--- config.mk ---
export PLATFORM = sky130hd
export DESIGN_NAME = mbox_bg_ctrl
export DESIGN_NICKNAME = d
export VERILOG_FILES = /design/src/rtl/mbox_pkg.sv /design/src/rtl/mbox_reg_file.sv /design/src/rtl/mbox_cmd_fsm.sv /design/src/rtl/mbox_bg_track.sv /design/src/rtl/mbox_bg_ctrl.sv
export SDC_FILE = /design/constraint.sdc
export NUM_CORES = 1
export LEC_CHECK = 0
export BUFFER_PORTS_ARGS = -buffer_cell sky130_fd_sc_hd__buf_2
export CAP_MARGIN = 30
export CORE_MARGIN = 2
export CORE_UTILIZATION = 49
export DETAILED_ROUTE_END_ITERATION = 8
export PLACE_DENSITY = 0.79
export SYNTH_ARGS = -nofsm -noshare
export SYNTH_HDL_FRONTEND = slang
export SYNTH_HIERARCHICAL = 1
export SYNTH_SLANG_ARGS = --single-unit
--- constraint.sdc ---
create_clock -name clk_i -period 3.7 [get_ports clk_i]
set_input_delay 0 -clock clk_i [delete_from_list [all_inputs] [get_ports clk_i]]
set_output_delay 0 -clock clk_i [all_outputs]
set_load 0.01 [all_outputs]
--- src/rtl/mbox_pkg.sv ---
package mbox_pkg;
  localparam int unsigned OPC_W    = 16;
  localparam int unsigned LEN_W    = 21;
  localparam int unsigned RC_W     = 16;
  localparam int unsigned PCT_W    = 7;
  localparam int unsigned PCT_IN_W = 8;
  localparam int unsigned VEND_W   = 16;
  localparam int unsigned DATA_W   = 64;

  localparam logic [RC_W-1:0]  RC_SUCCESS = 16'h0000;
  localparam logic [RC_W-1:0]  RC_BG_RUN  = 16'h0001;
  localparam logic [RC_W-1:0]  RC_BUSY    = 16'h0002;
  localparam logic [PCT_W-1:0] PCT_DONE   = 7'd100;

  // word indices (byte address bits 4:3)
  localparam logic [1:0] W_CAPCTL = 2'd0;
  localparam logic [1:0] W_CMD    = 2'd1;
  localparam logic [1:0] W_STAT   = 2'd2;
  localparam logic [1:0] W_BGSTAT = 2'd3;

  typedef enum logic {ST_IDLE, ST_WAIT} fsm_state_e;
endpackage

--- src/rtl/mbox_reg_file.sv ---
module mbox_reg_file
  import mbox_pkg::*;
#(
  parameter int unsigned ADDR_W  = 5,
  parameter bit          IRQ_CAP = 1'b1,
  parameter logic [31:0] CAP_VAL = 32'h0
) (
  input  logic              clk_i,
  input  logic              rst_ni,
  input  logic              we_i,
  input  logic [ADDR_W-1:0] addr_i,
  input  logic [DATA_W-1:0] wdata_i,
  input  logic              db_clr_i,
  input  logic [DATA_W-1:0] stat_word_i,
  input  logic [DATA_W-1:0] bg_word_i,
  output logic [DATA_W-1:0] rdata_o,
  output logic              doorbell_o,
  output logic              irq_en_o,
  output logic [OPC_W-1:0]  opcode_o,
  output logic [LEN_W-1:0]  len_o
);
  localparam int unsigned IDX_W = ADDR_W - 3;

  logic [IDX_W-1:0] idx;
  logic             wr_ctl, wr_cmd;
  logic             doorbell_q;
  logic [OPC_W-1:0] opc_q;
  logic [LEN_W-1:0] len_q;

  assign idx    = addr_i[ADDR_W-1:3];
  assign wr_ctl = we_i && (idx == IDX_W'(W_CAPCTL));
  assign wr_cmd = we_i && (idx == IDX_W'(W_CMD));

  always_ff @(posedge clk_i or negedge rst_ni) begin
    if (!rst_ni) begin
      doorbell_q <= 1'b0;
    end else if (db_clr_i) begin
      doorbell_q <= 1'b0;
    end else if (wr_ctl && wdata_i[32]) begin
      doorbell_q <= 1'b1;
    end
  end

  generate
    if (IRQ_CAP) begin : g_irq_en
      logic irq_en_q;
      always_ff @(posedge clk_i or negedge rst_ni) begin
        if (!rst_ni)     irq_en_q <= 1'b0;
        else if (wr_ctl) irq_en_q <= wdata_i[34];
      end
      assign irq_en_o = irq_en_q;
    end else begin : g_no_irq_en
      assign irq_en_o = 1'b0;
    end
  endgenerate

  always_ff @(posedge clk_i or negedge rst_ni) begin
    if (!rst_ni) begin
      opc_q <= '0;
      len_q <= '0;
    end else if (wr_cmd && !doorbell_q) begin
      opc_q <= wdata_i[OPC_W-1:0];
      len_q <= wdata_i[OPC_W+LEN_W-1:OPC_W];
    end
  end

  always_comb begin
    case (idx)
      IDX_W'(W_CAPCTL): rdata_o = {29'b0, irq_en_o, 1'b0, doorbell_q, CAP_VAL};
      IDX_W'(W_CMD):    rdata_o = {{(DATA_W-OPC_W-LEN_W){1'b0}}, len_q, opc_q};
      IDX_W'(W_STAT):   rdata_o = stat_word_i;
      default:          rdata_o = bg_word_i;
    endcase
  end

  assign doorbell_o = doorbell_q;
  assign opcode_o   = opc_q;
  assign len_o      = len_q;

  // command word frozen while doorbell is set
  a_r3_cmd_hold: assert property (@(posedge clk_i) disable iff (!rst_ni)
    doorbell_q |=> $stable({opc_q, len_q}));
endmodule

--- src/rtl/mbox_cmd_fsm.sv ---
module mbox_cmd_fsm
  import mbox_pkg::*;
(
  input  logic            clk_i,
  input  logic            rst_ni,
  input  logic            doorbell_i,
  input  logic            bg_active_i,
  input  logic            be_done_i,
  input  logic            be_bg_i,
  input  logic [RC_W-1:0] be_rc_i,
  output logic            be_start_o,
  output logic            db_clr_o,
  output logic            bg_launch_o,
  output logic [RC_W-1:0] rc_o
);
  fsm_state_e state_q, state_d;
  logic [RC_W-1:0] rc_q, rc_d;

  always_comb begin
    state_d     = state_q;
    rc_d        = rc_q;
    be_start_o  = 1'b0;
    db_clr_o    = 1'b0;
    bg_launch_o = 1'b0;
    case (state_q)
      ST_IDLE: begin
        if (doorbell_i) begin
          if (bg_active_i) begin
            rc_d     = RC_BUSY;
            db_clr_o = 1'b1;
          end else begin
            be_start_o = 1'b1;
            state_d    = ST_WAIT;
          end
        end
      end
      default: begin
        if (be_done_i) begin
          db_clr_o    = 1'b1;
          bg_launch_o = be_bg_i;
          rc_d        = be_bg_i ? RC_BG_RUN : be_rc_i;
          state_d     = ST_IDLE;
        end
      end
    endcase
  end

  always_ff @(posedge clk_i or negedge rst_ni) begin
    if (!rst_ni) begin
      state_q <= ST_IDLE;
      rc_q    <= RC_SUCCESS;
    end else begin
      state_q <= state_d;
      rc_q    <= rc_d;
    end
  end

  assign rc_o = rc_q;

  // issue is a single-cycle pulse
  a_r4_start_single: assert property (@(posedge clk_i) disable iff (!rst_ni)
    be_start_o |=> !be_start_o);
  // doorbell stays set until the back end answers
  a_r4_db_held: assert property (@(posedge clk_i) disable iff (!rst_ni)
    (state_q == ST_WAIT && !be_done_i) |=> doorbell_i);
  // nothing issued while a background operation runs
  a_r9_no_start_busy: assert property (@(posedge clk_i) disable iff (!rst_ni)
    bg_active_i |-> !be_start_o);
endmodule

--- src/rtl/mbox_bg_track.sv ---
module mbox_bg_track
  import mbox_pkg::*;
(
  input  logic                clk_i,
  input  logic                rst_ni,
  input  logic                launch_i,
  input  logic [OPC_W-1:0]    opcode_i,
  input  logic                pct_valid_i,
  input  logic [PCT_IN_W-1:0] pct_i,
  input  logic [RC_W-1:0]     final_rc_i,
  input  logic [VEND_W-1:0]   vendor_i,
  input  logic                irq_en_i,
  output logic                active_o,
  output logic [DATA_W-1:0]   bg_word_o,
  output logic                irq_o
);
  localparam int unsigned GAP_W = 32 - OPC_W - PCT_W;

  logic              active_q;
  logic [OPC_W-1:0]  opc_q;
  logic [PCT_W-1:0]  pct_q, pct_clamp;
  logic [RC_W-1:0]   rc_q;
  logic [VEND_W-1:0] vend_q;
  logic              upd, finish, irq_q;

  assign pct_clamp = (pct_i > PCT_IN_W'(PCT_DONE)) ? PCT_DONE : pct_i[PCT_W-1:0];
  assign upd       = active_q && pct_valid_i;
  assign finish    = upd && (pct_clamp == PCT_DONE);

  always_ff @(posedge clk_i or negedge rst_ni) begin
    if (!rst_ni) begin
      active_q <= 1'b0;
      opc_q    <= '0;
      pct_q    <= '0;
      rc_q     <= '0;
      vend_q   <= '0;
    end else if (launch_i) begin
      active_q <= 1'b1;
      opc_q    <= opcode_i;
      pct_q    <= '0;
      rc_q     <= '0;
      vend_q   <= '0;
    end else if (upd) begin
      pct_q <= pct_clamp;
      if (finish) begin
        active_q <= 1'b0;
        rc_q     <= final_rc_i;
        vend_q   <= vendor_i;
      end
    end
  end

  always_ff @(posedge clk_i or negedge rst_ni) begin
    if (!rst_ni) irq_q <= 1'b0;
    else         irq_q <= finish && irq_en_i;
  end

  assign active_o  = active_q;
  assign irq_o     = irq_q;
  assign bg_word_o = {vend_q, rc_q, {GAP_W{1'b0}}, pct_q, opc_q};

  // percent never exceeds 100
  a_r7_pct_max: assert property (@(posedge clk_i) disable iff (!rst_ni)
    pct_q <= PCT_DONE);
  // deferred codes stay zero while running
  a_r8_rc_zero_active: assert property (@(posedge clk_i) disable iff (!rst_ni)
    active_q |-> (rc_q == '0 && vend_q == '0));
  // interrupt is a single pulse, only after completion
  a_r10_irq_single: assert property (@(posedge clk_i) disable iff (!rst_ni)
    irq_q |=> !irq_q);
  a_r10_irq_done: assert property (@(posedge clk_i) disable iff (!rst_ni)
    irq_q |-> (!active_q && pct_q == PCT_DONE));
endmodule

--- src/rtl/mbox_bg_ctrl.sv ---
module mbox_bg_ctrl
  import mbox_pkg::*;
#(
  parameter int unsigned ADDR_W      = 5,
  parameter int unsigned PAYLOAD_EXP = 11,
  parameter bit          IRQ_CAP     = 1'b1,
  parameter int unsigned IRQ_MSGNUM  = 5
) (
  input  logic          clk_i,
  input  logic          rst_ni,
  input  logic          reg_we_i,
  input  logic [4:0]    reg_addr_i,
  input  logic [63:0]   reg_wdata_i,
  output logic [63:0]   reg_rdata_o,
  output logic          be_start_o,
  output logic [15:0]   be_opcode_o,
  output logic [20:0]   be_len_o,
  input  logic          be_done_i,
  input  logic          be_bg_i,
  input  logic [15:0]   be_rc_i,
  input  logic          be_pct_valid_i,
  input  logic [7:0]    be_pct_i,
  input  logic [15:0]   be_final_rc_i,
  input  logic [15:0]   be_vendor_i,
  output logic          irq_o
);
  localparam logic [31:0] CAP_VAL = {21'b0, 4'(IRQ_MSGNUM), IRQ_CAP, 1'b0, 5'(PAYLOAD_EXP)};

  logic              doorbell, irq_en, db_clr, bg_launch, bg_active;
  logic [RC_W-1:0]   rc;
  logic [DATA_W-1:0] stat_word, bg_word;

  assign stat_word = {16'b0, rc, 31'b0, bg_active};

  mbox_reg_file #(
    .ADDR_W (ADDR_W),
    .IRQ_CAP(IRQ_CAP),
    .CAP_VAL(CAP_VAL)
  ) u_regs (
    .clk_i      (clk_i),
    .rst_ni     (rst_ni),
    .we_i       (reg_we_i),
    .addr_i     (reg_addr_i[ADDR_W-1:0]),
    .wdata_i    (reg_wdata_i),
    .db_clr_i   (db_clr),
    .stat_word_i(stat_word),
    .bg_word_i  (bg_word),
    .rdata_o    (reg_rdata_o),
    .doorbell_o (doorbell),
    .irq_en_o   (irq_en),
    .opcode_o   (be_opcode_o),
    .len_o      (be_len_o)
  );

  mbox_cmd_fsm u_fsm (
    .clk_i      (clk_i),
    .rst_ni     (rst_ni),
    .doorbell_i (doorbell),
    .bg_active_i(bg_active),
    .be_done_i  (be_done_i),
    .be_bg_i    (be_bg_i),
    .be_rc_i    (be_rc_i),
    .be_start_o (be_start_o),
    .db_clr_o   (db_clr),
    .bg_launch_o(bg_launch),
    .rc_o       (rc)
  );

  mbox_bg_track u_bg (
    .clk_i      (clk_i),
    .rst_ni     (rst_ni),
    .launch_i   (bg_launch),
    .opcode_i   (be_opcode_o),
    .pct_valid_i(be_pct_valid_i),
    .pct_i      (be_pct_i),
    .final_rc_i (be_final_rc_i),
    .vendor_i   (be_vendor_i),
    .irq_en_i   (irq_en),
    .active_o   (bg_active),
    .bg_word_o  (bg_word),
    .irq_o      (irq_o)
  );

  // a launch always starts from zero percent
  a_r6_launch_zero: assert property (@(posedge clk_i) disable iff (!rst_ni)
    $rose(bg_active) |-> (bg_word[22:16] == 7'd0 && rc == RC_BG_RUN));
endmodule

Word level (Yosys, flattened, before mapping)
Cells that the tools add are included.
{ "word_totals": {"wordCells": 64, "in_bits": 131, "reg_bits": 113, "out_inout_bits": 103} }
{ "op_classes": {"eq_ne": 4, "mux": 31, "n_reduce_logical": 16, "n_lt_le_gt_ge": 1} }
{ "ops": {"columns": ["op", "n"], "rows": [
  ["64-bit case mux with 3 select lines", 1],
  ["16-bit two-way mux", 11],
  ["7-bit two-way mux", 3],
  ["1-bit two-way mux", 16],
  ["2-bit nonzero test", 5],
  ["8-bit by 7-bit greater-than comparator with 1-bit output (second input constant)", 1],
  ["7-bit equality test (second input constant)", 1],
  ["1-bit logical AND", 7],
  ["3-bit AND reduction", 1],
  ["2-bit by 1-bit equality test with 1-bit output (second input constant)", 1],
  ["2-bit equality test (second input constant)", 1],
  ["2-bit logical NOT", 1],
  ["2-bit != test (second input constant)", 1],
  ["2-bit AND reduction", 1],
  ["1-bit logical NOT", 1]
]} }

Logic depth before layout (Yosys ltp)
{ "logic_depth": {"depth_word": 7, "ltp_mapped": 6, "depth_no_buf": 4} }

By module
The synthesis kept the hierarchy.
{ "modules_own_cells": {"columns": ["mod", "instances", "cells_per_inst", "area_per_inst_um2", "seq_area_each_um2"], "rows": [
  ["mbox_reg_file", 1, 232, 2919.0, 975.9],
  ["mbox_bg_track", 1, 224, 2672.6, 1426.4],
  ["mbox_cmd_fsm", 1, 49, 718.2, 425.4],
  ["mbox_bg_ctrl", 1, 1, 3.8, 0.0]
]} }

Worst setup path before layout
Ideal clock, no wire load.
{ "synth_path": {"path_type": "flip-flop to flip-flop", "startpoint": "register u_fsm.state_q", "endpoint": "register u_bg.opc_q[10]", "setup_time_ns": 0.125, "required_ns": 3.575, "path_stages_with_launch": 7, "period_less_slack_ns": 1.516, "arrival_time_ns": 1.391, "path_slack_ns": 2.184, "n_path_buf": 4, "path_cell_list": "dfrtp_1 buf_6 and3_1 buf_2 buf_2 buf_2 mux2_2"} }
{ "synth_via": {"elab_chain_len": 1} }
{ "synth_rtl": {"columns": ["item", "line", "source"], "rows": [
  ["from (decl)", "mbox_cmd_fsm.sv:16", "fsm_state_e state_q, state_d;"],
  ["from (signal assigned)", "mbox_cmd_fsm.sv:53", "state_q <= state_d;"],
  ["1-bit two-way mux", "mbox_cmd_fsm.sv:25", "case (state_q)"],
  ["via bg_launch", "mbox_bg_ctrl.sv:29", "logic doorbell, irq_en, db_clr, bg_launch, bg_active;"],
  ["to (signal assigned)", "mbox_bg_track.sv:39", "opc_q <= opcode_i;"],
  ["to (decl)", "mbox_bg_track.sv:20", "logic [OPC_W-1:0] opc_q;"]
]} }
The timed path passes the listed nets, and every way through them passes these cells.
A chain may end at the register's enable or synchronous reset.

Worst setup path in the final report
{ "layout_path": {"startpoint": "register u_bg.active_q, in the netlist u_bg/active_o", "endpoint": "register u_bg.rc_q[14]"} }
{ "layout_via": {"elab_chain_len": 4, "elab_cells_between_ends": 5, "cone_classes": "reduce/logical (5)"} }
{ "layout_rtl": {"columns": ["item", "line", "source"], "rows": [
  ["from (decl)", "mbox_bg_track.sv:19", "logic active_q;"],
  ["from (signal assigned)", "mbox_bg_track.sv:32", "active_q <= 1'b0;"],
  ["from (signal assigned)", "mbox_bg_track.sv:38", "active_q <= 1'b1;"],
  ["from (signal assigned)", "mbox_bg_track.sv:46", "active_q <= 1'b0;"],
  ["1-bit logical AND (*)", "mbox_bg_track.sv:27", "assign upd = active_q && pct_valid_i;"],
  ["1-bit logical AND", "mbox_bg_track.sv:28", "assign finish = upd && (pct_clamp == PCT_DONE);"],
  ["2-bit nonzero test (no source line)", null, null],
  ["2-bit AND reduction (no source line) (*)", null, null],
  ["to (signal assigned)", "mbox_bg_track.sv:47", "rc_q <= final_rc_i;"],
  ["to (decl)", "mbox_bg_track.sv:22", "logic [RC_W-1:0] rc_q;"]
]} }
Every way passes the cells marked *; elsewhere a longest branch is shown, timed or not.

==> summary.log <==
qor: outcome.outcome completed
qor: power_and_ir_drop.power_switching 0.00189 W
qor: synth.mappedNetlistArea 6310 µm²
qor: final_layout.num_antenna_cells 0
qor: worst_setup_path.crit-reg2reg-launch u_bg/active_o
qor: job.max-cap-violations 0
qor: final_layout.nNetsFinal 972
qor: sta.rsz0062_at_grt false
qor: grt.grt_pass1_vias 5580
qor: sta.min_period_over_period 62.8%
qor: drt.vias_per_cell 5.14
qor: power_and_ir_drop.comb_power_share 35.5%
qor: clock_network.clkLatencyLatePin 0.41 ns
qor: sta.report.final.hold_viol_count 0
qor: clock_network.tritoncts yes
qor: power_and_ir_drop.power_switching_share 33.1%
qor: drt.routed-wl-met3 1.16 mm
qor: die.die_height 118 µm
qor: final_layout.layout.cells.most_common_list 201 x sky130_fd_sc_hd__buf_2, 113 x sky130_fd_sc_hd__dfrtp_1, 101 x sky130_fd_sc_hd__dlygate4sd3_1
qor: synth.post_synthesis_cell_type_count 39
qor: die.core_area 12600 µm²
qor: sta.tns 0 ns
qor: die.dieWidth 118 µm
qor: synth.synth_sequential_area_ratio 44.8%
qor: die.die_area 13800 µm²
qor: power_and_ir_drop.power.static_leakage 4.46 nW
qor: clock_network.h-tree-depth 4
qor: drt.drcViolationCount 0
qor: synth.synth-seq-cells 113
qor: sta.setup_slack 1.38 ns
qor: clock_network.clkSinkCount 113
qor: drt.routed-via-count 5266
qor: drt.topRoutingLayerUsed met4
qor: drt.drt_first_iter_violations 283
qor: drt.routed_wire_length_per_instance 17.6 µm
qor: grt.grt_use_total 26.6%
qor: final_layout.relative_area_change_from_synthesis_to_final_layout 42.7%
qor: worst_setup_path.critical_path.startpoint u_bg/active_o
qor: die.design.portCount 234
qor: clock_network.cts_buffers 17
qor: synth.ys_top_cells_by_area sky130_fd_sc_hd__dfrtp_1 45%, sky130_fd_sc_hd__mux2i_1 10%, sky130_fd_sc_hd__mux2_4 8.3%, sky130_fd_sc_hd__nand2b_1 6.4%, sky130_fd_sc_hd__mux2_1 5.0%
qor: placed_design.detailedPlace.worstSlack 1.45 ns
qor: synth.synthDominantAreaCellType sky130_fd_sc_hd__dfrtp_1
qor: final_layout.final_cell_count_no_fill 1025
qor: synth.post-synth-top-area-fraction 44.8%
qor: power_and_ir_drop.p_seq_share 39.3%
qor: grt.maximum_number_of_pins_on_one_net_before_global_route_repair 68
qor: power_and_ir_drop.clk_network_pwr_share 25.2%
qor: synth.synth-async-reset-ratio 100%
qor: sta.finalCriticalPeriod 2.32 ns
qor: synth.main_flop_type_after_synthesis sky130_fd_sc_hd__dfrtp_1
qor: grt.grt.overflow.total 0
qor: clock_network.post_cts_resized 0
qor: worst_setup_path.critPathArrivalTime 2.65 ns
qor: worst_setup_path.critPathMaxFanout 19
qor: power_and_ir_drop.p_per_area 633 nW/µm²
qor: placed_design.dp_cells 893
qor: sta.worstMarginPinSlew 0.925 ns
qor: drt.final_antenna_net_count 0
qor: worst_setup_path.worst_ep_required_time 4.03 ns
qor: power_and_ir_drop.power.ir.vdd_worst 0.333 mV
qor: synth.netlist_instances 506
qor: die.initial_utilization 50.0%
qor: grt.antenna_violations_before_repair 0
qor: synth.syn-mean-instance-area 12.5 µm²
qor: die.rows 41
qor: final_layout.final_core_util 71.4%
qor: placed_design.routabilityCongestion 0.832
qor: sta.finalClockSkew 0.00875 ns
qor: worst_setup_path.crit_path_end_kind flip-flop
qor: sta.setup-violations-final 0
qor: clock_network.cts.reportedPaths.clkPinSlew 0.05 ns
qor: sta.fmax 430 MHz
qor: placed_design.placement.io_buffers 203
qor: final_layout.drive_above_1_share 35.4%
qor: worst_setup_path.startpoint_type flip-flop
qor: worst_setup_path.timing_worst_setup_path_type reg -> reg
qor: worst_hold_path.type_of_the_tightest_min_delay_check in -> reg
qor: power_and_ir_drop.totalPowerFinal 0.00570 W
qor: power_and_ir_drop.intPower 0.00381 W
qor: placed_design.hpwl 10.4 mm
qor: drt.routed-wl-met2 9.15 mm
qor: synth.synth_warnings 6
qor: sta.timing.max_slew.rel_slack 38.2%
qor: final_layout.mostFrequentLayoutCell sky130_fd_sc_hd__buf_2
qor: drt.drt-pass1-iter-count 4
qor: grt.grt_pass1_wl 29.2 mm
qor: synth.synth_enable_flop_cells 0
qor: clock_network.clock_tree.root_cell sky130_fd_sc_hd__clkbuf_16
qor: drt.met1_length 7.33 mm
qor: drt.drt-total-wl 18.1 mm
qor: worst_hold_path.min-delay-start be_pct_i[2]
qor: clock_network.clock_path_buffers 2
qor: sta.final_max_slew_viol_count 0
-- cells in the mapped netlist, types with 12 or more instances --
cell	instances
sky130_fd_sc_hd__a22o_1	30
sky130_fd_sc_hd__buf_4	13
sky130_fd_sc_hd__a32o_1	14
sky130_fd_sc_hd__nand2b_1	65
sky130_fd_sc_hd__nor2b_1	30
sky130_fd_sc_hd__dfrtp_1	113
sky130_fd_sc_hd__mux2_1	28
sky130_fd_sc_hd__buf_6	13
sky130_fd_sc_hd__mux2_4	35
sky130_fd_sc_hd__mux2i_1	65
sky130_fd_sc_hd__clkbuf_1	12
sky130_fd_sc_hd__mux2_2	20
-- final timing paths --
kind	slack [ns]	depth (start not counted)	end
hold reg to reg	0.50	1	u_bg/irq_o
setup / recovery	1.38	4	u_bg/rc_q[14]
setup reg to reg	1.38	4	u_bg/rc_q[14]
hold / removal	0.03	3	u_bg/pct_q[2]
min in group asynchronous	0.25	2	u_regs/len_o[4]
max in group asynchronous	2.28	3	u_regs/len_o[2]
-- per-stage QoR --
stage / hold slack (ns) / instance area (µm²)
after floorplan: -0.296 / 6520
after global placement: 0.157 / 7460
after detailed placement: 0.170 / 7480
after CTS: 0.0138 / 9010
after global routing: 0.0441 / 9010
final: 0.0279 / 9010
-- registers in the layout, indices dropped and copies added, names as in the netlist --
| signal | cells |
|---|---|
| u_bg/active_o | 1 |
| u_bg/irq_o | 1 |
| u_bg/opc_q | 16 |
| u_bg/pct_q | 7 |
| u_bg/rc_q | 16 |
| u_bg/vend_q | 16 |
| u_fsm/rc_o | 16 |
| u_fsm/state_q | 1 |
| u_regs/doorbell_o | 1 |
| u_regs/irq_en_o | 1 |
| u_regs/len_o | 21 |
| u_regs/opcode_o | 16 |
-- power by group through the flow --
stage	logic [W]	clock network [W]	registers, W
after floorplan	0.00124	0	0.00219
after global placement	0.00182	0	0.00219
after detailed placement	0.00188	0	0.00224
after CTS	0.00198	0.00146	0.00222
after global routing	0.00218	0.00152	0.00231
final	0.00202	0.00144	0.00224
-- worst max-delay path, stage by stage, from the launching register on --
cell                      delay (ns)
sky130_fd_sc_hd__dfrtp_1        0.55
sky130_fd_sc_hd__nand2_1        0.26
sky130_fd_sc_hd__a21oi_4        0.76
sky130_fd_sc_hd__buf_4          0.42
sky130_fd_sc_hd__mux2i_1        0.24
-- cell type report --
| type | count | area [µm²] |
|---|---|---|
| clock buffer | 24 | 482 |
| fill | 860 | 3610 |
| sequential | 113 | 2830 |
| inverter | 3 | 11.3 |
| multi-input combinational | 394 | 3330 |
| timing repair buffer | 312 | 2100 |
| clock inverter | 7 | 35.0 |
| tap | 172 | 215 |
-- per-layer routing --
metal | vias up | global-route usage (%)
li1 | 2420 | -
met2 | 228 | 46.5
met4 | 0 | 10.6
met1 | 2580 | 31.1
met5 | - | 0
met3 | 38 | 7.32
-- cell families after synthesis --
group | synth area share (%)
and+or+nand+nor | 11.9
other | 0.119
AOI/OAI and AO/OA | 9.63
DFF | 44.8
buffers and inverters | 5.67
muxes | 27.9
-- timing repair --
item,in CTS,in global routing
buffers inserted,0,0
hold buffers,101,0
hold endpoints to repair,161,0
Power figures use the tool's default switching activity.
